File: src/rtl/mulPipePkg.sv
package mulPipePkg;

  // Strobes sent from the control half to the top.
  typedef struct packed {
    logic emitLive;   // qualifier at the output register
  } laneStrobe_t;

endpackage

File: src/rtl/mulPipeCtrl.sv
module mulPipeCtrl
  import mulPipePkg::*;
#(
  parameter int CORE_DEPTH = 4
) (
  input  logic        clk,
  input  logic        clrAsync,
  input  logic        inValid,
  output laneStrobe_t strobes
);

  localparam int LAT = CORE_DEPTH + 2;

  logic [LAT-1:0] validChain;

  always_ff @(posedge clk or posedge clrAsync) begin
    if (clrAsync) validChain <= '0;
    else          validChain <= {validChain[LAT-2:0], inValid};
  end

  assign strobes.emitLive = validChain[LAT-1];

endmodule

File: src/rtl/mulPipeData.sv
module mulPipeData #(
  parameter int OP_W       = 8,
  parameter int CORE_DEPTH = 4
) (
  input  logic            clk,
  input  logic            clrAsync,
  input  logic [OP_W-1:0] opA,
  input  logic [OP_W-1:0] opB,
  output logic [OP_W-1:0] product
);

  localparam int SEG = CORE_DEPTH + 1;            // row segments
  localparam int RPS = (OP_W + SEG - 1) / SEG;    // rows per segment

  typedef struct packed {
    logic [OP_W-1:0] a;
    logic [OP_W-1:0] b;
    logic [OP_W-1:0] acc;
  } lane_t;

  // Adds shifted copies of a for the rows of b in [lo, hi). Bits above
  // OP_W fall off the shift, which gives the truncated product.
  function automatic logic [OP_W-1:0] addRows(
    input logic [OP_W-1:0] acc,
    input logic [OP_W-1:0] a,
    input logic [OP_W-1:0] b,
    input int              lo,
    input int              hi
  );
    logic [OP_W-1:0] sum;
    sum = acc;
    for (int i = 0; i < OP_W; i++) begin
      if (i >= lo && i < hi && b[i]) sum = sum + (a << i);
    end
    return sum;
  endfunction

  logic [OP_W-1:0] inA, inB;
  lane_t           headLane;
  lane_t           segIn  [0:SEG-1];
  logic [OP_W-1:0] segSum [0:SEG-1];

  // Input bank
  always_ff @(posedge clk or posedge clrAsync) begin
    if (clrAsync) begin
      inA <= '0;
      inB <= '0;
    end else begin
      inA <= opA;
      inB <= opB;
    end
  end

  assign headLane = '{a: inA, b: inB, acc: '0};

  // Row segments
  always_comb begin
    for (int s = 0; s < SEG; s++) begin
      segSum[s] = addRows(segIn[s].acc, segIn[s].a, segIn[s].b,
                          s * RPS, (s + 1) * RPS);
    end
  end

  generate
    if (CORE_DEPTH > 0) begin : g_staged
      lane_t stageReg [0:CORE_DEPTH-1];

      always_ff @(posedge clk or posedge clrAsync) begin
        if (clrAsync) begin
          for (int s = 0; s < CORE_DEPTH; s++) stageReg[s] <= '0;
        end else begin
          for (int s = 0; s < CORE_DEPTH; s++) begin
            stageReg[s] <= '{a: segIn[s].a, b: segIn[s].b, acc: segSum[s]};
          end
        end
      end

      always_comb begin
        segIn[0] = headLane;
        for (int s = 1; s < SEG; s++) segIn[s] = stageReg[s-1];
      end
    end else begin : g_flat
      always_comb segIn[0] = headLane;
    end
  endgenerate

  // Output bank
  always_ff @(posedge clk or posedge clrAsync) begin
    if (clrAsync) product <= '0;
    else          product <= segSum[SEG-1];
  end

endmodule

File: src/rtl/mulPipeTrunc.sv
module mulPipeTrunc
  import mulPipePkg::*;
#(
  parameter int OP_W       = 8,
  parameter int CORE_DEPTH = 4
) (
  input  logic            clk,
  input  logic            clrAsync,
  input  logic            inValid,
  input  logic [OP_W-1:0] opA,
  input  logic [OP_W-1:0] opB,
  output logic            outValid,
  output logic [OP_W-1:0] product
);

  laneStrobe_t strobes;

  generate
    if (!(CORE_DEPTH == 0 || CORE_DEPTH == 1 ||
          CORE_DEPTH == 2 || CORE_DEPTH == 4)) begin : g_badDepth
      $error("mulPipeTrunc: CORE_DEPTH must be 0, 1, 2 or 4");
    end
  endgenerate

  mulPipeCtrl #(.CORE_DEPTH(CORE_DEPTH)) u_ctrl (
    .clk      (clk),
    .clrAsync (clrAsync),
    .inValid  (inValid),
    .strobes  (strobes)
  );

  mulPipeData #(.OP_W(OP_W), .CORE_DEPTH(CORE_DEPTH)) u_data (
    .clk      (clk),
    .clrAsync (clrAsync),
    .opA      (opA),
    .opB      (opB),
    .product  (product)
  );

  assign outValid = strobes.emitLive;

endmodule

File: config.mk
export PLATFORM = sky130hd
export DESIGN_NAME = mulPipeTrunc
export DESIGN_NICKNAME = d
export VERILOG_FILES = /design/src/rtl/mulPipePkg.sv /design/src/rtl/mulPipeCtrl.sv /design/src/rtl/mulPipeData.sv /design/src/rtl/mulPipeTrunc.sv
export SDC_FILE = /design/constraint.sdc
export NUM_CORES = 1
export LEC_CHECK = 0
export BUFFER_PORTS_ARGS = -buffer_cell sky130_fd_sc_hd__buf_2
export CELL_PAD_IN_SITES_DETAIL_PLACEMENT = 1
export CELL_PAD_IN_SITES_GLOBAL_PLACEMENT = 2
export CORE_ASPECT_RATIO = 1.25
export CORE_MARGIN = 2
export CORE_UTILIZATION = 45
export DETAILED_ROUTE_END_ITERATION = 10
export PLACE_DENSITY_LB_ADDON = 0.3
export SLEW_MARGIN = 20
export SYNTH_ARGS = -nofsm -noshare
export SYNTH_HDL_FRONTEND = slang
export SYNTH_SLANG_ARGS = --single-unit
File: constraint.sdc
create_clock -name clk -period 7.29 [get_ports clk]
set_clock_uncertainty 0.2 [all_clocks]
set_input_delay 1.0935 -clock clk [delete_from_list [all_inputs] [get_ports clk]]
set_output_delay 1.0935 -clock clk [all_outputs]
set_load 0.05 [all_outputs]
### Yosys cells after proc, flatten, opt, wreduce, memory -nomap -nowiden

Index checks and enable logic that the tools add are counted.

* output and inout bits: 9
* input port bits: 19
* register bits after elaboration: 98

* $add $sub $neg: 7
* multiplexer cells: 8

Operators with widths (number)
* $mux W8: 8
* $add A8 B8 Y8: 7

### Longest topological paths before layout

* word-level depth: 4
* mapped depth: 10

### By module

Synthesis repeated with hierarchy kept, for this count alone.

* cells, all modules: 239
* area, all modules: 3400.8 sq um

By module, submodules not included
* mulPipeData: times used 1, area each 3246.9 sq um, cells an instance 232, sequential area each 2001.9 sq um
* mulPipeCtrl: times used 1, area each 153.9 sq um, cells an instance 7, sequential area each 150.1 sq um

### Worst setup path after synthesis

OpenSTA, ideal clock, no wires.

* path type: register -> register
* start point: reg u_data.g_staged.stageReg[88] (netlist bit)
* end point: reg u_data.g_staged.stageReg[55] (netlist bit)
* library setup time: 0.079 ns
* path slack: 4.245 ns
* stages on the path, launching flop included: 11
* data arrival time: 2.766 ns
* cells stage by stage: dfrtp_1 > ha_1 > fa_1 > a21o_1 > and4_4 > or3_4 > ha_1 > a21oi_1 > a2111o_1 > o221ai_1 > xor2_1

RTL lines
* start, declared: line mulPipeData.sv:66 `lane_t stageReg [0:CORE_DEPTH-1];`
* start signal, assigned by index: line mulPipeData.sv:73 `stageReg[s] <= '{a: segIn[s].a, b: segIn[s].b, acc: segSum[s]};`

==> impl_metrics.ini <==
[route]
first_iter_violations = 36
avgRoutedWirePerCell_um = 15.3
detail_route.drc_violations = 0
route.antenna.remaining_nets = 0
drt_first_pass_iters = 4
postRouteWirelength_um = 5740
vias_per_cell = 5.24
via_count = 1961

[sta]
relSlewSlack_pct = 49.8
timing.final.hold_violations = 0
finalCritPeriodShare_pct = 45.1
slew_violations = 0
setup-tns-final_ps = 0
max_slew.worst_pin.slew_ps = 753
fin_ws_ps = 4000
finalWorstPathRequiredPeriod_ps = 3290
setup_repair_after_global_routing_missed_its_margin = no
setup_viol_count_final = 0
fmax_mhz = 304

[synth]
post_synth_and_or_nand_nor_area_fraction_pct = 8.24
synth_top_cell_by_area = sky130_fd_sc_hd__dfrtp_1
synth_top_family_by_area = adder cells
yosysUniqueCellTypes = 39
synth_compound_gate_area_share_pct = 7.72
mappedNetlistArea_mm2 = 0.00340
number_of_warning_messages_in_the_yosys_log = 0
syn_inst = 240
yosys-top-cells-area = sky130_fd_sc_hd__dfrtp_1, sky130_fd_sc_hd__ha_1, sky130_fd_sc_hd__mux2_2
synth_register_bits = 86
synth_most_common_cell = sky130_fd_sc_hd__dfrtp_1
ys_dominant_reg_cell = sky130_fd_sc_hd__dfrtp_1
synth.cells.most_frequent = sky130_fd_sc_hd__dfrtp_1, sky130_fd_sc_hd__ha_1, sky130_fd_sc_hd__nand2_1, sky130_fd_sc_hd__mux2_2, sky130_fd_sc_hd__inv_1
average_footprint_of_a_synthesized_cell_um2 = 14.2
synth.yosys.seq_area_share_pct = 63.3
synth.area.mux_share_pct = 4.89
synthesized_area_fraction_occupied_by_xor_and_xnor_cells_pct = 3.60
synthAdderAreaFrac_pct = 10.7
async_reset_ff_share_pct = 100
post_synthesis_net_count = 285
synth_top_area_share_pct = 63.3
synth_enable_flop_cells = 0

[cts]
insertion_delay_ps = 360
cts.clk_slew.worst_paths_ps = 90
cts_max_level = 3
numCtsBuffers = 9
cts-root-buf = sky130_fd_sc_hd__clkbuf_8
ctsResizeCount = 0
cts-hold-fix-buffers = 0
postCtsSetupRepairBufs = 0
numClockSinks = 86
cts_tree = done
clk_path_buf_depth = 2

[critical_path]
cp_slowest_stage_delay_ps = 420
worst_setup_path_start_kind = flop
critical_path_required_ps = 7380
cp_cell_sequence = ha_1 > fa_1 > a21o_1 > and4_4 > or3_4 > ha_1 > a21oi_1 > a2111o_1 > o221ai_1 > xor2_1
worst_setup_path_end_kind = flop
timing.critical_path.fanout_max = 5
worstPathArrival_ps = 3380
slowest_stage = sky130_fd_sc_hd__fa_1
crit_path_frequent_cell = sky130_fd_sc_hd__ha_1
critical_path_class = reg2reg

[floorplanning]
initial_core_util_pct = 46.2
core_region_area_mm2 = 0.00736
die_height_um = 101
die_boundary_width_um = 81.8
number_of_placement_rows = 35
floorplan.die_area_mm2 = 0.00828
boundaryPins = 28

[global_routing]
antenna_found_initial = 0
global_route.usage.met2_pct = 27.7
maximum_number_of_pins_on_one_net_before_global_route_repair = 87
first_pass_grt_wire_length_um = 9700
grt_util_all_layers_pct = 16.0
met1_track_usage_gr_pct = 17.4
first_global_vias = 2116
globalRoute.totalOverflow = 0
globalRoute.busiestLayer = met2
grtUsageMet3_pct = 3.92

[power]
internal_power_uw = 805
power_leakage_uw = 0.00181
vdd_drop_max_uv = 147
sw_frac_of_total_pct = 30.3
seq_power_share_pct = 49.8
totalPowerFinal_uw = 1160
power.share.clock_pct = 29.3
comb_power_share_pct = 20.9
cellPowerDensity_mw_per_mm2 = 300
switching_power_uw = 350

[job]
max_capacitance_violation_count = 0

[cells_and_area]
utilization_pct = 52.4
layout.nets = 322
instances_no_fill = 374
areaGrowthSynthToFinish_pct = 13.4
filler_cell_count = 759
diodes = 0
layout_cell_share_with_drive_strength_beyond_1_pct = 22.0

[placed_design]
post-dp-hpwl_um = 4130
placement.setup.worst_slack_ps = 4020
port_buffers = 27
gp_routability_congestion = 0.761
placed_cells_incl_taps = 358

[worst_hold_path]
min_delay_path_class = reg2reg

[outcome]
outcome = completed
## final cells by class
cell class / instances / area, um^2 / area share (%)
Sequential cell: 86 / 2150 / 55.8
Multi-Input combinational cell: 140 / 1190 / 31.0
Timing Repair Buffer: 28 / 146 / 3.80
Clock buffer: 9 / 124 / 3.21
Tap cell: 92 / 115 / 2.99
Clock inverter: 7 / 77.6 / 2.01
Inverter: 12 / 46.3 / 1.20
## state kept, by name (all words and copies together) (netlist names)
| name | cells |
|---|---|
| u_data.inA | 8 |
| u_data.inB | 8 |
| u_data.g_staged.stageReg | 56 |
| u_data.product | 8 |
| u_ctrl.validChain | 6 |
## critical path, delay by kind of cell, from the launching register on
family / cells / cell delay (ps)
xor+xnor: 1 / 180
flops: 1 / 400
fa+ha+maj: 3 / 1030
simple gates: 2 / 540
compound gates: 4 / 870
## layer usage
metal	up-vias	wire, um	share of wire [%]
met5	-	0	0
met4	0	161	2.8
met3	16	194	3.4
met2	33	3150	55
met1	999	2240	39
li1	913	-	-
## cells in the final DEF, fill, tap and decap left out, types with 2 or more instances in the layout
master,instances
sky130_fd_sc_hd__ha_1,21
sky130_fd_sc_hd__xnor2_1,6
sky130_fd_sc_hd__a21oi_1,9
sky130_fd_sc_hd__o21ai_0,4
sky130_fd_sc_hd__inv_1,11
sky130_fd_sc_hd__nor3_1,2
sky130_fd_sc_hd__o311ai_0,2
sky130_fd_sc_hd__clkbuf_8,9
sky130_fd_sc_hd__nor2_1,5
sky130_fd_sc_hd__mux2_2,13
sky130_fd_sc_hd__xor2_1,8
sky130_fd_sc_hd__fa_1,5
sky130_fd_sc_hd__inv_6,3
sky130_fd_sc_hd__mux2i_1,2
sky130_fd_sc_hd__nand3b_1,6
sky130_fd_sc_hd__clkinv_2,2
sky130_fd_sc_hd__nand2b_1,4
sky130_fd_sc_hd__dfrtp_1,86
sky130_fd_sc_hd__nand2_1,16
sky130_fd_sc_hd__a2111o_1,3
sky130_fd_sc_hd__buf_2,27
sky130_fd_sc_hd__nand3_1,4
sky130_fd_sc_hd__and2_1,7
sky130_fd_sc_hd__a21o_1,3
sky130_fd_sc_hd__a211oi_1,3
## per-stage QoR
step / cell area [um^2] / hold slack (ps)
2_1_floorplan: 3400 / 131
3_3_place_gp: 3650 / 131
3_5_place_dp: 3650 / 136
4_1_cts: 3850 / 156
5_1_grt: 3860 / 162
6_report: 3860 / 152
## final timing paths
kind	startpoint	endpoint	slack, ps	cells past startpoint
worst max-delay path	u_data.g_staged.stageReg[88]	u_data.g_staged.stageReg[55]	4000	10
worst min-delay path	u_data.g_staged.stageReg[85]	u_data.g_staged.stageReg[61]	150	0
worst max register to register	u_data.g_staged.stageReg[88]	u_data.g_staged.stageReg[55]	4000	10
worst min register to register	u_data.g_staged.stageReg[85]	u_data.g_staged.stageReg[61]	150	0
max in group asynchronous	clrAsync	u_data.inA[4]	5660	3
min in group asynchronous	clrAsync	u_data.product[1]	720	3
## logic make-up (layout without fill, tap and decap cells)
| group | after synthesis | count (layout) |
|---|---|---|
| compound gates | 35 | 35 |
| xor+xnor | 14 | 14 |
| fa+ha+maj | 26 | 26 |
| buf+inv | 14 | 56 |
| flops | 86 | 86 |
| mux | 15 | 15 |
| simple gates | 50 | 50 |
## power by group through the flow
stage / Clock (uW) / Combinational [uW] / Sequential (uW)
floorplan: 0 / 144 / 625
global placement: 0 / 235 / 582
detailed placement: 0 / 244 / 588
CTS: 351 / 245 / 578
global route: 372 / 269 / 584
finish: 339 / 241 / 576
No activity file was read; power rests on OpenSTA's default activity.
